[config.mk]
export PLATFORM = sky130hd
export DESIGN_NAME = disk_iot_ctrl
export DESIGN_NICKNAME = d
export VERILOG_FILES = /design/src/rtl/fhd_iot_pkg.sv /design/src/rtl/fhd_iot_decode.sv /design/src/rtl/fhd_iot_datapath.sv /design/src/rtl/disk_iot_ctrl.sv
export SDC_FILE = /design/constraint.sdc
export NUM_CORES = 1
export LEC_CHECK = 0
export BUFFER_PORTS_ARGS = -buffer_cell sky130_fd_sc_hd__buf_2
export CAP_MARGIN = 40
export CORE_ASPECT_RATIO = 0.8
export CORE_MARGIN = 2
export CORE_UTILIZATION = 30
export DETAILED_ROUTE_END_ITERATION = 7
export GPL_TIMING_DRIVEN = 0
export MAX_ROUTING_LAYER = met4
export PLACE_DENSITY = 0.66
export SETUP_SLACK_MARGIN = 0.4
export SKIP_CTS_REPAIR_TIMING = 1
export SYNTH_ARGS = -nofsm -noshare
export SYNTH_HDL_FRONTEND = slang
export SYNTH_SLANG_ARGS = --single-unit
[constraint.sdc]
create_clock -name clk -period 2.32 [get_ports clk]
set_clock_uncertainty 0.1 [all_clocks]
set_input_delay 0.116 -clock clk [delete_from_list [all_inputs] [get_ports clk]]
set_output_delay 0.116 -clock clk [all_outputs]
set_load 0.02 [all_outputs]
[src/rtl/fhd_iot_pkg.sv]
`timescale 1ns/1ps
package fhd_iot_pkg;
  localparam int NUM_SUB = 3;   // decoded device subcodes
  localparam int PULSE_W = 3;

  typedef struct packed {
    logic clrState;    // sub 0: clear address, done, errors, irq
    logic loadDa;      // sub 0: OR accumulator into address
    logic startOp;     // sub 0: start request
    logic opWrite;     // sub 0: function is write
    logic clrExt;      // sub 1: clear extension fields
    logic orExt;       // sub 1: OR accumulator extensions into status
    logic acOrStatus;  // sub 1: OR old status into accumulator
    logic skipPos;     // sub 1: skip on position match
    logic skipNoErr;   // sub 2: skip when no error
    logic skipDone;    // sub 2: skip when done
    logic acOrDa;      // sub 2: OR address into accumulator
    logic acClear;     // any: zero the accumulator first
  } iotStrobes_t;
endpackage

[src/rtl/fhd_iot_decode.sv]
`timescale 1ns/1ps
module fhd_iot_decode
  import fhd_iot_pkg::*;
#(
  parameter int SUB_W = 2
) (
  input  logic               iotValid,
  input  logic [SUB_W-1:0]   iotSub,
  input  logic [PULSE_W-1:0] iotPulse,
  output iotStrobes_t        strobes
);
  logic [NUM_SUB-1:0] subHit;

  for (genvar s = 0; s < NUM_SUB; s++) begin : g_sub
    assign subHit[s] = iotValid && (iotSub == SUB_W'(s));
  end

  always_comb begin
    strobes            = '0;
    strobes.clrState   = subHit[0] & iotPulse[0];
    strobes.loadDa     = subHit[0] & (iotPulse[1] | iotPulse[2]);
    strobes.startOp    = subHit[0] & (iotPulse[1] | iotPulse[2]);
    strobes.opWrite    = subHit[0] & iotPulse[2];
    strobes.clrExt     = subHit[1] & iotPulse[0];
    strobes.skipPos    = subHit[1] & iotPulse[1];
    strobes.orExt      = subHit[1] & iotPulse[2];
    strobes.acOrStatus = subHit[1] & iotPulse[2];
    strobes.skipNoErr  = subHit[2] & iotPulse[0];
    strobes.skipDone   = subHit[2] & iotPulse[1] & ~iotPulse[2];
    strobes.acOrDa     = subHit[2] & iotPulse[2];
    strobes.acClear    = (subHit[0] & (iotPulse[1] | iotPulse[2]))
                       | (subHit[1] & iotPulse[1])
                       | (subHit[2] & iotPulse[1] & iotPulse[2]);
  end
endmodule

[src/rtl/fhd_iot_datapath.sv]
`timescale 1ns/1ps
module fhd_iot_datapath
  import fhd_iot_pkg::*;
#(
  parameter int WORD_W = 12,
  parameter int POS_W  = 11,
  parameter int ERR_W  = 3
) (
  input  logic              clk,
  input  logic              rstN,
  input  iotStrobes_t       strobes,
  input  logic [WORD_W-1:0] acIn,
  input  logic [POS_W-1:0]  rotPos,
  input  logic              photoCell,
  input  logic              xferDone,
  input  logic [ERR_W-1:0]  xferErr,
  output logic [WORD_W-1:0] acOut,
  output logic              skip,
  output logic              irq
);
  localparam int EXT_W   = WORD_W - 1 - ERR_W;
  localparam int EXT_MSB = WORD_W - 2;

  logic [WORD_W-1:0] diskAddr;
  logic [EXT_W-1:0]  extField;
  logic [ERR_W-1:0]  errBits;
  logic              doneFlag;
  logic              irqFlag;

  logic [WORD_W-1:0] statusView;
  logic [WORD_W-1:0] acBase;
  logic              posHit;

  assign statusView = {photoCell, extField, errBits};
  assign acBase     = strobes.acClear ? '0 : acIn;
  assign posHit     = (diskAddr[POS_W-1:0] == rotPos);

  always_comb begin
    acOut = acBase;
    if (strobes.acOrStatus) acOut = acOut | statusView;
    if (strobes.acOrDa)     acOut = acOut | diskAddr;
    skip = (strobes.skipPos & posHit)
         | (strobes.skipNoErr & ~|errBits)
         | (strobes.skipDone & doneFlag);
  end

  always_ff @(posedge clk or negedge rstN) begin
    if (!rstN) begin
      diskAddr <= '0;
      extField <= '0;
      errBits  <= '0;
      doneFlag <= 1'b1;
      irqFlag  <= 1'b0;
    end else begin
      diskAddr <= (strobes.clrState ? '0 : diskAddr)
                | (strobes.loadDa ? acIn : '0);
      extField <= (strobes.clrExt ? '0 : extField)
                | (strobes.orExt ? acBase[EXT_MSB:ERR_W] : '0);
      errBits  <= (strobes.clrState ? '0 : errBits) | xferErr;
      if (xferDone) begin
        doneFlag <= 1'b1;
        irqFlag  <= 1'b1;
      end else if (strobes.clrState) begin
        doneFlag <= 1'b0;
        irqFlag  <= 1'b0;
      end
    end
  end

  assign irq = irqFlag;
endmodule

[src/rtl/disk_iot_ctrl.sv]
`timescale 1ns/1ps
module disk_iot_ctrl
  import fhd_iot_pkg::*;
#(
  parameter int WORD_W = 12,
  parameter int POS_W  = 11,
  parameter int ERR_W  = 3,
  parameter int SUB_W  = 2
) (
  input  logic               clk,
  input  logic               rstN,
  input  logic               iotValid,
  input  logic [SUB_W-1:0]   iotSub,
  input  logic [PULSE_W-1:0] iotPulse,
  input  logic [WORD_W-1:0]  acIn,
  input  logic [POS_W-1:0]   rotPos,
  input  logic               photoCell,
  input  logic               xferDone,
  input  logic [ERR_W-1:0]   xferErr,
  output logic [WORD_W-1:0]  acOut,
  output logic               skip,
  output logic               startReq,
  output logic               startWrite,
  output logic               irq
);
  iotStrobes_t strobes;

  fhd_iot_decode #(.SUB_W(SUB_W)) i_decode (
    .iotValid (iotValid),
    .iotSub   (iotSub),
    .iotPulse (iotPulse),
    .strobes  (strobes)
  );

  fhd_iot_datapath #(.WORD_W(WORD_W), .POS_W(POS_W), .ERR_W(ERR_W)) i_datapath (
    .clk       (clk),
    .rstN      (rstN),
    .strobes   (strobes),
    .acIn      (acIn),
    .rotPos    (rotPos),
    .photoCell (photoCell),
    .xferDone  (xferDone),
    .xferErr   (xferErr),
    .acOut     (acOut),
    .skip      (skip),
    .irq       (irq)
  );

  assign startReq   = strobes.startOp;
  assign startWrite = strobes.opWrite;
endmodule

* Yosys cells after proc, flatten, opt, wreduce, memory -nomap -nowiden
Cells that the tools add are included.
Storage, ports and cells: bits in registers 25, input port bits 36, output and inout port bits 16
Cells by class: equal/unequal tests 3, mux-type cells 10, bitwise gates (word level) 25, reductions and logical operators 7
Operators by type and width (number):
- $mux 12 | 5
- $or 12x12->12 | 3
- $mux 8 | 2
- $and 1x1->1 | 14
- $eq 11x11->1 | 1
- $or 8x8->8 | 1
- $or 1x1->1 | 5
- $logic_and 1x1->1 | 3
- $mux 3 | 1
- $or 3x3->3 | 1
- $reduce_or 3->1 | 1
- $eq 2x1->1 const B | 1
- $eq 2x2->1 const B | 1
- $logic_not 2->1 | 1
- $mux 1 | 2
- $reduce_bool 2->1 | 1
- $logic_not 1->1 | 1
- $not 1->1 | 1

* Logic depth before layout (Yosys ltp)
Gate-level depths: netlist (run 1).
depth in word-level cells 10, depth in mapped cells 5, depth with buffers taken out 4

* Cells and area by module
Synthesis (run 1) repeated with hierarchy kept, for this count alone.
Second synthesis, totals: cells, all modules 145, area total of the unflattened synthesis 1362.6 um2
By module, submodules not included:
- fhd_iot_datapath | instances 1, cells an instance 127, area an instance 1237.4 um2
- fhd_iot_decode | instances 1, cells an instance 18, area an instance 125.1 um2

* Worst setup path before layout (run 1)
No wires, ideal clock.
path kind register -> output, from register i_datapath.diskAddr[6], to output port skip, arrival time 1497 ps, required time 2104 ps, slack 607 ps, cell stages (with the launch flop) 5, cell sequence dfrtp_1 xor2_1 nor4_1 nand3_1 o41ai_2
Between the ends: cells in the longest elaborated chain, start to end 4
Ends and longest elaborated chain:
- start, declared | RTL line fhd_iot_datapath.sv:24 | logic [WORD_W-1:0] diskAddr;
- start signal, assigned | RTL line fhd_iot_datapath.sv:55 | diskAddr <= (strobes.clrState ? '0 : diskAddr)
- $eq 11x11->1 | RTL line fhd_iot_datapath.sv:36 | assign posHit = (diskAddr[POS_W-1:0] == rotPos);
- $and 1x1->1 | RTL line fhd_iot_datapath.sv:42 | skip = (strobes.skipPos & posHit)
- $or 1x1->1 | RTL line fhd_iot_datapath.sv:43 | | (strobes.skipNoErr & ~|errBits)
- $or 1x1->1 | RTL line fhd_iot_datapath.sv:44 | | (strobes.skipDone & doneFlag);
- end, declared | RTL line disk_iot_ctrl.sv:21 | output logic skip,
No other way between the ends.

* Worst setup path after layout (run 1)
Same ends and word-level chain as after synthesis.

==> reports/qor.csv, run 1 <==
stage;metric;value;unit
outcome;status;complete, but fails checks;
outcome;violations;negative hold slack;
global_route;grt_pass1_wl;5692;µm
logic_synthesis;synth-seq-area-share;0.4674;
die;initial_utilization;0.3171;
logic_synthesis;synthDominantCellAreaShare;0.4478;
pwr;total_power;0.001109;W
placed_design;gp_congestion;0.7951;
global_route;track_usage;0.1484;
clock_network;path_clk_slew;0.09;ns
logic_synthesis;synth_area_leaders;dfrtp_1 45%, a22o_1 16%, a21o_1 9.5%;
timing;maxSlewHeadroom;0.6225;
clock_network;clk_latency;0.26;ns
detailed_routing;ant_nets;0;
logic_synthesis;syn_nets;149;
die;fp.dieW;78.76;µm
detailed_routing;vias;1209;
die;io_pins;52;
worst_setup_path;cp-start-kind;flop;
detailed_routing;firstDrtPassIters;4;
worst_setup_path;crit_family;simple AND/OR/NAND/NOR gates;
pwr;p_leak;0.9041;nW
timing;period_needed;1.941;ns
timing;maxSlewViolCount;0;
clock_network;cts_buffer_depth;2;
placed_design;dpl.hpwl;2604;µm
placed_design;dpl_cell_area;0.001668;mm²
layout;drive_above_1_share;0.3750;
global_route;antenna_found_initial;0;
worst_setup_path;path_class;reg -> out;
logic_synthesis;synth_commonest_cells;24 x a22o_1, 24 x dfrtp_1, 17 x a21o_1, 8 x a32o_1, 6 x xnor2_1;
detailed_routing;via_per_inst;5.189;
worst_setup_path;required;2.10;ns
worst_setup_path;worstPathArrival;1.72;ns
clock_network;clockRootBuffer;clkbuf_8;
pwr;powerDensity;616.5;mW/mm²
worst_setup_path;cpPeakStageDelay;0.42;ns
logic_synthesis;yosysTopAreaCell;dfrtp_1;
logic_synthesis;ys_types;28;
die;die_height;63.81;µm
min_path;worstHoldPathType;in -> reg;
detailed_routing;route.final.wire_length;3598;µm
clock_network;cts_buffers;3;
die;core-area;0.004230;mm²
timing;fin_tns_setup;0;ns
layout;stdcell_area;0.001799;mm²
timing;max_freq;0.5152;GHz
detailed_routing;wl_per_cell;15.44;µm
layout;nets;213;
die;rows;21;
logic_synthesis;syn_inst;113;
clock_network;cts_sinks;25;
clock_network;cts_tree;built;
layout;num_antenna_cells;0;
run;maxCapViolations;0;
timing;tightest_slew;0.5662;ns
global_route;grt_max_degree;26;
worst_setup_path;path_buf_inv;1;
worst_setup_path;slowest_stage;dfrtp_1;
logic_synthesis;synth-edff-count;0;
detailed_routing;drc_errors;0;
logic_synthesis;synth.avg_cell_area;11.87;µm²
timing;rsz0062_at_grt;yes;
global_route;grt_overflow;0;
global_route;first_global_vias;1133;
logic_synthesis;syn_area;0.001341;mm²
clock_network;htree_levels;1;
timing;hold_slack;-0.01494;ns
logic_synthesis;ys.flop_type;dfrtp_1;
timing;setup_viol;0;
logic_synthesis;yosysWarnings;0;
logic_synthesis;synthArstFlopShare;1.000;
placed_design;place.port_buffers;51;
layout;syn_to_final_growth;34.14;%
worst_setup_path;crit_fanout;3;
logic_synthesis;synth-seq-cells;25;
worst_setup_path;worstPathCellList;xor2_1 -> nor4_2 -> nand3_1 -> o41ai_2 -> buf_4;
die;fp.dieArea;0.005025;mm²
worst_setup_path;cp-end-kind;output port;
pwr;ir_worst_vdd;0.3415;mV
timing;post-route-period-util;0.8366;
detailed_routing;drtIter0Drc;29;
timing;finalHoldViolCount;2;
-- path summary, 6_finish.rpt --
path / from / slack (ns) / end / depth (start not counted)
worst max-delay path: i_datapath.diskAddr[6]$_DFF_PN0_ / 0.38 / skip / 5
worst min-delay path: acIn[1] / -0.01 / i_datapath.diskAddr[1]$_DFF_PN0_ / 2
worst max register to register: i_datapath.diskAddr[2]$_DFF_PN0_ / 1.38 / i_datapath.diskAddr[2]$_DFF_PN0_ / 2
worst min register to register: i_datapath.irq$_DFFE_PN0P_ / 0.40 / i_datapath.irq$_DFFE_PN0P_ / 1
max in group asynchronous: rstN / 1.48 / i_datapath.extField[2]$_DFF_PN0_ / 2
min in group asynchronous: rstN / 0.27 / i_datapath.diskAddr[6]$_DFF_PN0_ / 2
-- logic make-up (layout without fill, tap and decap cells) --
family | count (synthesis) | count (layout) | share of synthesized area
xor+xnor | 11 | 11 | 0.07183
fa+ha+maj | 1 | 1 | 0.007463
flops | 25 | 25 | 0.4674
simple gates | 15 | 15 | 0.07371
buf+inv | 9 | 72 | 0.04384
compound gates | 52 | 52 | 0.3358
-- final cells by class --
cell class	count	area, µm²
multi-input combinational	79	661.9
buffer	7	51.30
inverter	2	7.507
timing repair buffer	59	335.3
fill	403	2431
sequential	25	626.9
clock buffer	4	45.04
tap	57	71.32
-- routing by layer --
| layer | routed length (µm) | global-route usage | up-vias |
|---|---|---|---|
| met3 | 167 | 0.01695 | 2 |
| met5 | 0 | - | - |
| met1 | 1726 | 0.2089 | 597 |
| li1 | - | - | 567 |
| met2 | 1693 | 0.2286 | 43 |
| met4 | 10 | 0.03947 | 0 |
-- flip-flops by register name (all words and copies together), names as in the netlist --
name and flops:
i_datapath.extField 8, i_datapath.irq 1, i_datapath.errBits 3, i_datapath.doneFlag 1
i_datapath.diskAddr 12
-- stage by stage --
stage	hold slack (ns)	util	std cells	setup WS [ns]
floorplan	-0.2796	-	113	0.6071
global placement	0.04283	0.3943	221	0.4485
detailed placement	0.04545	0.3943	221	0.4585
CTS	-0.2490	0.4049	225	0.1378
global route	0.003129	0.4253	233	0.3109
finish	-0.01494	0.4253	233	0.3790
-- cells in the final DEF (no fill, tap or decap), types with 2 or more instances in the layout --
cell / instances
clkbuf_8: 3
buf_6: 2
xor2_1: 5
buf_2: 52
a22o_1: 24
dfrtp_1: 24
inv_1: 2
nand3_1: 3
a32o_1: 8
a21o_1: 17
clkbuf_1: 2
xnor2_1: 6
buf_4: 4
nand2_1: 2
dlygate4sd3_1: 7
-- where the power goes --
part | total, W | switching, W | leakage (nW) | internal [W]
logic | 0.000286 | 0.000131 | 0.587 | 0.000155
clock network | 0.000258 | 0.000135 | 0.0228 | 0.000123
registers | 0.000566 | 0.0000582 | 0.295 | 0.000508
No activity file was read; power rests on OpenSTA's default activity.
==> run 2: changes to the inputs <==
clock period = 1.8 ns   (was 2.32 ns; I/O delays follow)
==> reports/qor.csv, run 2 (same netlist as run 1, synthesis figures left out) <==
stage;metric;value;unit
outcome;status;complete, but fails checks;
outcome;violations;negative setup slack;
placed_design;gp_congestion;0.8242;
worst_setup_path;reg2reg_slack;0.92;ns
detailed_routing;drc_errors;0;
pwr;powerDensity;720.7;mW/mm²
worst_setup_path;cp-end-kind;output port;
clock_network;cts_buffer_depth;2;
detailed_routing;via_per_inst;5.138;
worst_setup_path;r2r-start;i_datapath.errBits[0]$_DFF_PN0_;
timing;maxSlewHeadroom;0.6130;
layout;fillers;389;
clock_network;clockRootBuffer;clkbuf_8;
layout;stdcell_area;0.002085;mm²
die;rows;21;
global_route;first_global_vias;1161;
timing;setup_viol;1;
layout;final_util;0.4928;
placed_design;placedCellCount;221;
worst_setup_path;cp-start-kind;flop;
die;io_pins;52;
timing;tightest_slew;0.5804;ns
detailed_routing;drtIter0Drc;38;
detailed_routing;top_layer;met4;
min_path;worstHoldPathType;in -> reg;
detailed_routing;met3_length;198;µm
die;core-area;0.004230;mm²
worst_setup_path;r2r_end;i_datapath.errBits[0]$_DFF_PN0_;
placed_design;dpl.hpwl;2673;µm
timing;hold_slack;0.1852;ns
detailed_routing;wl_per_cell;15.98;µm
timing;setup_slack;-0.1391;ns
layout;final_cell_count_no_fill;247;
detailed_routing;dr_wl_met2;1883;µm
min_path;hold_path_end;i_datapath.diskAddr[1]$_DFF_PN0_;
global_route;grt_overflow;0;
layout;drive_above_1_share;0.3947;
pwr;p_leak;1.029;nW
die;die_height;63.81;µm
detailed_routing;ant_nets;0;
run;maxCapViolations;0;
worst_setup_path;worstPathArrival;1.75;ns
timing;max_freq;0.5157;GHz
placed_design;place.port_buffers;51;
die;fp.dieArea;0.005025;mm²
layout;reg.largest.list;i_datapath.diskAddr x12, i_datapath.extField x8, i_datapath.errBits x3;
clock_network;htree_levels;1;
global_route;track_usage;0.1555;
timing;finalHoldViolCount;0;
layout;nets;227;
clock_network;cts_buffers;3;
worst_setup_path;required;1.61;ns
die;initial_utilization;0.3171;
detailed_routing;vias;1269;
die;fp.dieW;78.76;µm
timing;maxSlewViolCount;0;
timing;period_needed;1.939;ns
pwr;ir_worst_vdd;0.4557;mV
layout;final_common_cell;buf_2;
layout;num_antenna_cells;0;
worst_setup_path;r2r_cells;2;
worst_setup_path;crit_fanout;3;
global_route;antenna_found_initial;0;
clock_network;cts_tree;built;
clock_network;clk_latency;0.27;ns
global_route;grt_max_degree;26;
clock_network;path_clk_slew;0.09;ns
min_path;min-delay-start;iotPulse[0];
timing;post-route-period-util;1.077;
timing;rsz0062_at_grt;yes;
min_path;holdPathStages;3;
layout;syn_to_final_growth;55.41;%
detailed_routing;route.final.wire_length;3947;µm
worst_setup_path;path_class;reg -> out;
layout;regMostFlops;i_datapath.diskAddr;
clock_network;cts_sinks;25;
global_route;grt_pass1_wl;5899;µm
placed_design;dpl_cell_area;0.001679;mm²
layout;final_cell_mix;36 x buf_2, 24 x a22o_1, 24 x dfrtp_1;
layout;largest_register_ffs;12;
detailed_routing;wirelength_met1;1843;µm
detailed_routing;firstDrtPassIters;4;
run 2: power breakdown:
group | leakage (nW) | switching (W) | internal, W
sequential | 0.295 | 0.0000760 | 0.000654
combinational | 0.711 | 0.000187 | 0.000251
clock | 0.0228 | 0.000175 | 0.000158
run 2: per-layer routing:
layer,up-vias,GRT usage
li1,596,-
met1,629,0.2099
met4,0,0.01974
met3,5,0.04520
met5,-,-
met2,39,0.2404
run 2: final cells by class:
class	instances	area (µm²)	area share
Tap cell	57	71.32	0.03421
Multi-Input combinational cell	79	683.2	0.3277
Sequential cell	25	626.9	0.3007
Buffer	7	70.07	0.03361
Clock buffer	4	45.04	0.02161
Inverter	2	7.507	0.003601
Timing Repair Buffer	73	580.6	0.2785
run 2: through the flow:
stage,setup WS [ns],total power (W),TNS (ns)
final,-0.1391,0.001502,-0.1391
after global routing,-0.2048,0.001589,-0.2048
after CTS,-0.2413,0.001425,-0.2413
after detailed placement,0.06791,0.001093,0
after global placement,0.07685,0.001087,0
after floorplan,0.3449,0.0009574,0
run 2: worst max path at each step:
stage | start | endpoint | slack [ns] | depth (start not counted)
after global placement | i_datapath.diskAddr[0]$_DFF_PN0_ | skip | 0.08 | 5
after floorplan | i_datapath.diskAddr[2]$_DFF_PN0_ | skip | 0.34 | 4
final | i_datapath.diskAddr[2]$_DFF_PN0_ | skip | -0.14 | 5
after detailed placement | i_datapath.diskAddr[0]$_DFF_PN0_ | skip | 0.07 | 5
after global routing | i_datapath.diskAddr[2]$_DFF_PN0_ | skip | -0.20 | 5
after CTS | i_datapath.diskAddr[0]$_DFF_PN0_ | skip | -0.24 | 5
run 2: critical path: stages (launching register included):
cell,delay (ns)
dfrtp_1,0.41
xor2_1,0.16
nor4_2,0.31
nand3_1,0.16
o41ai_4,0.24
buf_4,0.19
